`config.mk`:
```
export PLATFORM = sky130hd
export DESIGN_NAME = dbgmem_pred_track
export DESIGN_NICKNAME = d
export VERILOG_FILES = /design/src/rtl/dbgmem_pkg.sv /design/src/rtl/dbgmem_pred_track.sv
export SDC_FILE = /design/constraint.sdc
export NUM_CORES = 1
export LEC_CHECK = 0
export BUFFER_PORTS_ARGS = -buffer_cell sky130_fd_sc_hd__buf_2
export CAP_MARGIN = 40
export CORE_ASPECT_RATIO = 1.75
export CORE_MARGIN = 2
export CORE_UTILIZATION = 53
export CTS_CLUSTER_DIAMETER = 30
export DETAILED_ROUTE_END_ITERATION = 7
export GPL_ROUTABILITY_DRIVEN = 0
export PLACE_DENSITY = 0.87
export REMOVE_ABC_BUFFERS = 1
export SLEW_MARGIN = 20
export SYNTH_ARGS = -nofsm -noshare
export SYNTH_HDL_FRONTEND = slang
export SYNTH_SLANG_ARGS = --single-unit
```
`constraint.sdc`:
```
create_clock -name clk -period 4.05 [get_ports clk]
set_input_delay 0.81 -clock clk [delete_from_list [all_inputs] [get_ports clk]]
set_output_delay 0.81 -clock clk [all_outputs]
set_load 0.02 [all_outputs]
```
`src/rtl/dbgmem_pkg.sv`:
```
package dbgmem_pkg;

  typedef enum logic [2:0] {
    DC_OTHER = 3'd0,
    DC_READ  = 3'd1,
    DC_WRITE = 3'd2,
    DC_DUMP  = 3'd3,
    DC_FILL  = 3'd4
  } dcmd_e;

  typedef enum logic [1:0] {
    SZ_BYTE = 2'd0,
    SZ_WORD = 2'd1,
    SZ_LONG = 2'd2,
    SZ_RSVD = 2'd3
  } dsize_e;

  typedef enum logic [1:0] {
    PRED_NONE = 2'd0,
    PRED_RD   = 2'd1,
    PRED_WR   = 2'd2
  } pred_e;

  // reserved size code is handled as a long access
  function automatic logic [1:0] norm_size(input logic [1:0] s);
    return (s == SZ_RSVD) ? SZ_LONG : s;
  endfunction

  function automatic logic [2:0] size_bytes(input logic [1:0] s);
    case (s)
      SZ_BYTE: return 3'd1;
      SZ_WORD: return 3'd2;
      default: return 3'd4;
    endcase
  endfunction

  // low address bits that an access of this size must not carry
  function automatic logic [1:0] drop_mask(input logic [1:0] s);
    case (s)
      SZ_BYTE: return 2'b00;
      SZ_WORD: return 2'b01;
      default: return 2'b11;
    endcase
  endfunction

  function automatic logic is_blk(input logic [2:0] code);
    return (code == DC_DUMP) || (code == DC_FILL);
  endfunction

  function automatic logic is_mem(input logic [2:0] code);
    return (code == DC_READ) || (code == DC_WRITE);
  endfunction

  function automatic logic blk_allowed(input logic [2:0] code, input logic [1:0] pred);
    return ((code == DC_DUMP) && (pred == PRED_RD)) ||
           ((code == DC_FILL) && (pred == PRED_WR));
  endfunction

endpackage

```
`src/rtl/dbgmem_pred_track.sv`:
```
module dbgmem_pred_track #(
  parameter int ADDR_W = 32
) (
  input  logic              clk,
  input  logic              rst_n,
  input  logic              cmd_valid,
  input  logic [2:0]        cmd_code,
  input  logic [ADDR_W-1:0] new_addr,
  input  logic [1:0]        new_size,
  output logic [1:0]        pred,
  output logic [ADDR_W-1:0] base_addr,
  output logic [1:0]        base_size,
  output logic              blk_cmd,
  output logic              blk_legal,
  output logic [ADDR_W-1:0] next_addr
);
  import dbgmem_pkg::*;

  assign blk_cmd   = is_blk(cmd_code);
  assign blk_legal = blk_allowed(cmd_code, pred);
  assign next_addr = base_addr + ADDR_W'(size_bytes(base_size));

  always_ff @(posedge clk or negedge rst_n) begin
    if (!rst_n) begin
      pred      <= PRED_NONE;
      base_addr <= '0;
      base_size <= SZ_BYTE;
    end else if (cmd_valid) begin
      case (cmd_code)
        DC_READ: begin
          pred      <= PRED_RD;
          base_addr <= new_addr;
          base_size <= new_size;
        end
        DC_WRITE: begin
          pred      <= PRED_WR;
          base_addr <= new_addr;
          base_size <= new_size;
        end
        DC_DUMP, DC_FILL: begin
          if (blk_legal) base_addr <= next_addr;
          else           pred      <= PRED_NONE;
        end
        default: pred <= PRED_NONE;
      endcase
    end
  end
endmodule

```
==> results of run 1 <==
critical path: cells and delay by family, from the launching register on:
family | cells | cell delay [ns]
buf+inv | 1 | 0.19
compound gates | 1 | 0.63
xor+xnor | 1 | 0.22
simple gates | 3 | 0.55
flops | 1 | 0.40
fa+ha+maj | 1 | 0.29
where the power goes:
group	switching, mW	internal, mW	leakage, nW
Sequential	0.148	0.442	0.413
Clock	0.137	0.136	0.0510
Combinational	0.531	0.329	1.01
Total	0.816	0.907	1.48
layout by cell type, fill, tap and decap left out, types with 2 or more instances in the layout:
master and count:
buf_2 109, nand2_1 41, dfrtp_1 36, a21oi_1 29, xnor2_1 25, o22ai_1 22
a2bb2oi_1 21, nor2_1 14, nand4_1 14, o21ai_0 14, nand3_1 9, nor3_1 6
inv_1 6, xor2_1 6, clkbuf_8 6, buf_4 5, and2_1 4, and3_1 4
a31oi_1 3, ha_1 3, nor2b_1 2, nor4_4 2, nand2b_1 2, o21a_1 2
o31a_1 2, a22oi_1 2, mux2_2 2, clkinv_2 2
path summary, 6_finish.rpt:
check | slack (ns) | cells after the start | to | start
hold reg to reg | 0.53 | 2 | base_addr[2]$_DFFE_PN0P_ | base_addr[2]$_DFFE_PN0P_
hold / removal | 0.37 | 1 | base_addr[31]$_DFFE_PN0P_ | rst_n
setup / recovery | 0.67 | 7 | next_addr[9] | base_size[0]$_DFFE_PN0P_
max in group asynchronous | 3.25 | 2 | base_addr[24]$_DFFE_PN0P_ | rst_n
min in group clk | 0.53 | 2 | base_addr[2]$_DFFE_PN0P_ | base_addr[2]$_DFFE_PN0P_
setup reg to reg | 1.68 | 7 | base_addr[15]$_DFFE_PN0P_ | base_size[0]$_DFFE_PN0P_
layout make-up:
cell class	instances	area [um^2]
Sequential cell	36	901
Clock buffer	6	82.6
Inverter	7	26.3
Tap cell	54	67.6
Fill cell	398	1570
Timing Repair Buffer	115	603
Clock inverter	2	10.0
Multi-Input combinational cell	249	1630
cells by family after synthesis:
logic type,count (synthesis),share of synthesized area [%]
simple gates,108,22.3
compound gates,103,25.0
flops,36,33.8
xor+xnor,31,10.2
buf+inv,30,5.30
fa+ha+maj,4,2.16
mux,3,1.22
layer usage:
metal  GRT usage [%]  wire, um
met2            47.6      4020
met1            31.1      2740
met3            5.03       406
met5               0         0
met4            12.2       186
flip-flops by register name, summed over array words and instances, names as in the netlist:
| register | cells |
|---|---|
| pred | 2 |
| base_size | 2 |
| base_addr | 32 |
==> summary.txt, run 1 <==
Status
  • Status: finished clean

CTS
  • Setup Buffers After CTS: 0
  • Clock Root Buffer: clkbuf_8
  • Post-CTS Resized: 0
  • Post-CTS Hold Fix Bufs: 0
  • H-Tree Depth: 2
  • Reg clk slew, reported paths: about 0.08 ns
  • Clk_lat worst skew: just under 0.3 ns
  • CTS tree: built
  • CTS Sinks: 36
  • TritonCTS buffer count: 5
  • Clock Path Buffers: 2

Floorplan
  • Cell Rows: 34
  • Die area: around 0.0056 mm^2
  • Die height: 97.8 um
  • Chip width: 57.6 um
  • Starting density of the core: ~55%
  • I/O Pins: 110
  • Core Area: around 0.0049 mm^2

Timing
  • RSZ-0062 raised after global routing: false
  • Fmax: a little under 300 MHz
  • Final hold vios: 0
  • Min Tclk post-route: 3.38 ns
  • TNS Setup: 0 ns
  • Relative slew slack: about half
  • Fin worst setup slack: between 0.6 and 0.7 ns
  • Tightest Pin Transition: ~0.76 ns
  • Setup Skew: around 0.0061 ns
  • WHS: 0.367 ns
  • Pins Over Slew Limit: 0
  • Period utilisation layout: between 80% and 90%
  • Setup Viol. Count Final: 0

Global route
  • Gr ovfl total: 0
  • Vias in the first global route: roughly 2800
  • Largest net degree at the start of global routing: 74
  • Initial antenna violation count: 0
  • Global-route usage over all layers: between 20% and 30%
  • Global-route wire length before repair: ~12 mm

Yosys
  • Synthesis-stage register bit count: 36
  • Async SR Flop Fraction: 100%
  • Top cells by area, synth: dfrtp_1, xnor2_1, a2bb2oi_1, nand2_1, a21oi_1
  • Top-area cell type share of the netlist area: roughly a third
  • Count leader, synth: nand2_1
  • Post-Synthesis Cells: around 320
  • Largest area contributor in the netlist: dfrtp_1
  • Post-synth top flop: dfrtp_1
  • Synth cell count leaders: nand2_1, dfrtp_1, a21oi_1
  • Cell variety after synth: 48
  • Number of enable flip-flop cells after synthesis: 0
  • Sequential share of the synthesized area: around a third
  • Synth Warn #: 0
  • Mapped Area: roughly 0.0027 mm^2
  • Synthesized area per cell: between 8 and 9 um^2

Pwr
  • Total power: 1.72 mW
  • Leakage: roughly 1.5 nW
  • P per Cell Area: approximately 520 mW/mm^2
  • Peak VDD IR: 428 uV

Critical path
  • Largest stage delay, worst path: approximately 0.63 ns
  • Critical path type: reg2out
  • CP required: around 3.2 ns
  • CP arrival: roughly 2.6 ns
  • Crit-path max FO: 15
  • Worst-path cell chain: nor2b_1, ha_1, nand3_1, a21oi_2, nand4_1, xnor2_1, buf_2
  • CP max stage cell: a21oi_2
  • Worst Setup Start Kind: flop
  • Setup crit end kind: primary output

Route
  • DR pass1 iterations: 4
  • Vias: ~2800
  • Residual DRC count: 0
  • Detail Route Antenna Nets: 0
  • Wirelength per Cell: about 16 um
  • Iteration-0 DRC Markers: 170
  • DR vias/cell: between 6 and 7
  • Post-Route WL: roughly 7.4 mm

Placed design
  • Port Buffers: 109
  • Worst slack, placed: approximately 0.97 ns
  • Dpl cell area: about 0.0032 mm^2
  • Detailed Place HPWL: between 5 and 6 mm
  • Placed Instances: between 400 and 500

Cells and area
  • Post-layout util: 67.8%
  • Layout cell share with drive strength beyond 1: approximately a third
  • Post-route cell area: approximately 0.0033 mm^2
  • Area Overhead vs Synth: 24.4%
  • Layout Cells excl Fill: 469
  • Diode count: 0
  • Nets: approximately 460

Worst hold path
  • HP Class: in2async

Job
  • Max-cap check violation count: 0
No activity file was read; power rests on OpenSTA's default activity.
==> run 2, diff against run 1 <==
- CORE_UTILIZATION: 53 -> 49
- PLACE_DENSITY: 0.87 -> 0.81
- clock period: 4.05 -> 3.25 ns (I/O delays scaled with it)
==> summary.txt, run 2 (synthesis gave the netlist of run 1 again) <==
Status
  • Status: finished clean (unchanged)

Cells and area
  • Nets: 462 (was 458)
  • Filler Cell Count: 493 (was 398)
  • Top reg by flops: base_addr (unchanged)
  • Most frequent cells in the layout: buf_2, nand2_1, dfrtp_1 (unchanged)
  • Regs by FF count: base_addr x32, base_size x2, pred x2 (unchanged)
  • Layout cell share with drive strength beyond 1: 33.3% (was 32.8%)
  • Layout Cells excl Fill: 473 (was 469)
  • Diode count: 0 (unchanged)
  • Area Overhead vs Synth: 26.6% (was 24.4%)
  • Largest register FFs: 32 (unchanged)
  • Most common cell after layout, fill and taps aside: buf_2 (unchanged)

Timing
  • TNS Setup: 0 ns (unchanged)
  • RSZ-0062 raised after global routing: false (unchanged)
  • Setup Skew: 0.00667 ns (was 0.00612 ns)
  • Tightest Pin Transition: 0.695 ns (was 0.762 ns)
  • Pins Over Slew Limit: 0 (unchanged)
  • Min Tclk post-route: between 3 and 4 ns
  • Setup Viol. Count Final: 0 (unchanged)
  • Fmax: 329 MHz
  • Relative slew slack: 53.7% (was 48.8%)
  • Final hold vios: 0 (unchanged)
  • Period utilisation layout: between 90% and 100%

Critical path
  • Crit-path max FO: 7 (was 15)
  • CP max stage cell: dfrtp_1 (was a21oi_2)
  • WP buf/inv: 2 (was 1)
  • Largest stage delay, worst path: 0.42 ns (was 0.63 ns)
  • Critical path type: reg2out (unchanged)
  • Worst-path cell chain: nor2_1, ha_1, fa_1, a21oi_1, buf_4, nor4_4, nand2_1, xnor2_1, buf_2 (was nor2b_1, ha_1, nand3_1, a21oi_2, nand4_1, xnor2_1, buf_2)
  • Reg-to-reg slack, setup: 1.03 ns (was 1.68 ns)
  • Worst Setup Start Kind: flop (unchanged)
  • Setup crit end kind: primary output (unchanged)
  • CP top delay family: simple AND/OR/NAND/NOR gates (was compound AO/OA/AOI/OAI gates)
  • CP arrival: 2.39 ns (was 2.57 ns)
  • CP required: 2.60 ns (was 3.24 ns)

CTS
  • H-Tree Depth: 2 (unchanged)
  • CTS tree: built (unchanged)
  • Clock Root Buffer: clkbuf_8 (unchanged)
  • Clock Path Buffers: 2 (unchanged)
  • CTS Sinks: 36 (unchanged)
  • Clk_lat worst skew: 0.29 ns (about the same)
  • TritonCTS buffer count: 5 (unchanged)
  • Reg clk slew, reported paths: 0.07 ns (was 0.08 ns)
  • Post-CTS Hold Fix Bufs: 0 (unchanged)

Job
  • Max-cap check violation count: 0 (unchanged)

Route
  • Wirelength per Cell: 16.0 um (was 15.7 um)
  • Post-Route WL: 7.55 mm (was 7.35 mm)
  • Residual DRC count: 0 (unchanged)
  • DR vias/cell: 5.94 (was 6.03)
  • Iteration-0 DRC Markers: 138 (was 170)
  • DR pass1 iterations: 4 (unchanged)
  • Detail Route Antenna Nets: 0 (unchanged)
  • Vias: 2808 (was 2828)

Floorplan
  • Die height: 102 um (was 97.8 um)
  • Core Area: 0.00526 mm^2 (was 0.00489 mm^2)
  • Cell Rows: 35 (was 34)
  • Starting density of the core: 50.7% (was 54.5%)
  • I/O Pins: 110 (unchanged)
  • Die area: 0.00607 mm^2 (was 0.00564 mm^2)
  • Chip width: 59.8 um (was 57.6 um)

Worst hold path
  • HP Class: in2async (unchanged)

Global route
  • Met1 usage: 28.2% (was 31.1%)
  • Initial antenna violation count: 0 (unchanged)
  • Gr ovfl total: 0 (unchanged)
  • GRT met2 Usage: 44.6% (was 47.6%)
  • Largest net degree at the start of global routing: 74 (unchanged)
  • M3 GR Usage: 4.98% (was 5.03%)
  • Grt peak-use layer: met2 (unchanged)
  • Vias in the first global route: 2675 (was 2792)
  • Global-route usage over all layers: 25.0% (was 27.2%)
  • Global-route wire length before repair: 11.9 mm (was 12.4 mm)

Placed design
  • Placed Instances: 464 (was 461)
  • Port Buffers: 109 (unchanged)
  • Detailed Place HPWL: 5.57 mm (was 5.33 mm)

Pwr
  • Peak VDD IR: 422 uV (was 428 uV)
  • Leakage: 1.51 nW (was 1.48 nW)
  • P per Cell Area: 642 mW/mm^2 (was 519 mW/mm^2)
## run 2: cell type report
cell class / count / area (um^2) / share of cell area (%)
tap: 55 / 68.8 / 2.04
sequential: 36 / 901 / 26.7
multi-input combinational: 249 / 1650 / 48.9
timing repair buffer: 119 / 633 / 18.8
clock buffer: 7 / 96.3 / 2.86
inverter: 7 / 26.3 / 0.779
## run 2: path summary, 6_finish.rpt
kind	startpoint	cells after the start	endpoint
worst max-delay path	base_size[1]$_DFFE_PN0P_	9	next_addr[18]
worst min register to register	pred[1]$_DFFE_PN0P_	1	pred[1]$_DFFE_PN0P_
max in group asynchronous	rst_n	2	base_addr[16]$_DFFE_PN0P_
worst max register to register	base_size[1]$_DFFE_PN0P_	9	base_addr[16]$_DFFE_PN0P_
worst min-delay path	rst_n	1	base_addr[31]$_DFFE_PN0P_
min in group clk	pred[1]$_DFFE_PN0P_	1	pred[1]$_DFFE_PN0P_
## run 2: metal layers
layer  vias to the layer above  part of all wire (%)
met2                        96                    54
met5                         -                     0
met3                        10                   5.4
met4                         0                   1.6
li1                       1365                     -
met1                      1337                    39
## run 2: what timing repair did
| item | CTS | global route |
|---|---|---|
| resized for setup | 0 | 3 |
| buffers inserted | 0 | 2 |
| setup endpoints to repair | 0 | 7 |
| endpoints found under the hold margin | 0 | 0 |
## run 2: power by group
group | leakage (nW) | internal [mW] | switching, mW
combinational | 1.04 | 0.414 | 0.668
clock | 0.0503 | 0.189 | 0.159
sequential | 0.413 | 0.551 | 0.184
## run 2: worst register-to-register path, stage by stage (launching register included)
cell     delay [ns]
dfrtp_1        0.42
nor2_1         0.12
ha_1           0.20
fa_1           0.23
a21oi_1        0.08
buf_4          0.18
nor4_4         0.28
nand3_1        0.21
o31a_1         0.31
o22ai_1        0.12
## run 2: per-stage QoR
step / worst slack (ns) / util, % / total power, mW / hold WS [ns] / cell area (um^2)
final: 0.208 / 64.2 / 2.16 / 0.249 / 3370
after detailed placement: 0.400 / 61.7 / 1.81 / 0.506 / 3240
after floorplan: 0.375 / - / 1.43 / 0.354 / 2550
after CTS: 0.0907 / 63.5 / 2.16 / 0.253 / 3340
after global routing: 0.0591 / 64.2 / 2.30 / 0.257 / 3370
after global placement: 0.543 / 61.3 / 1.79 / 0.515 / 3220
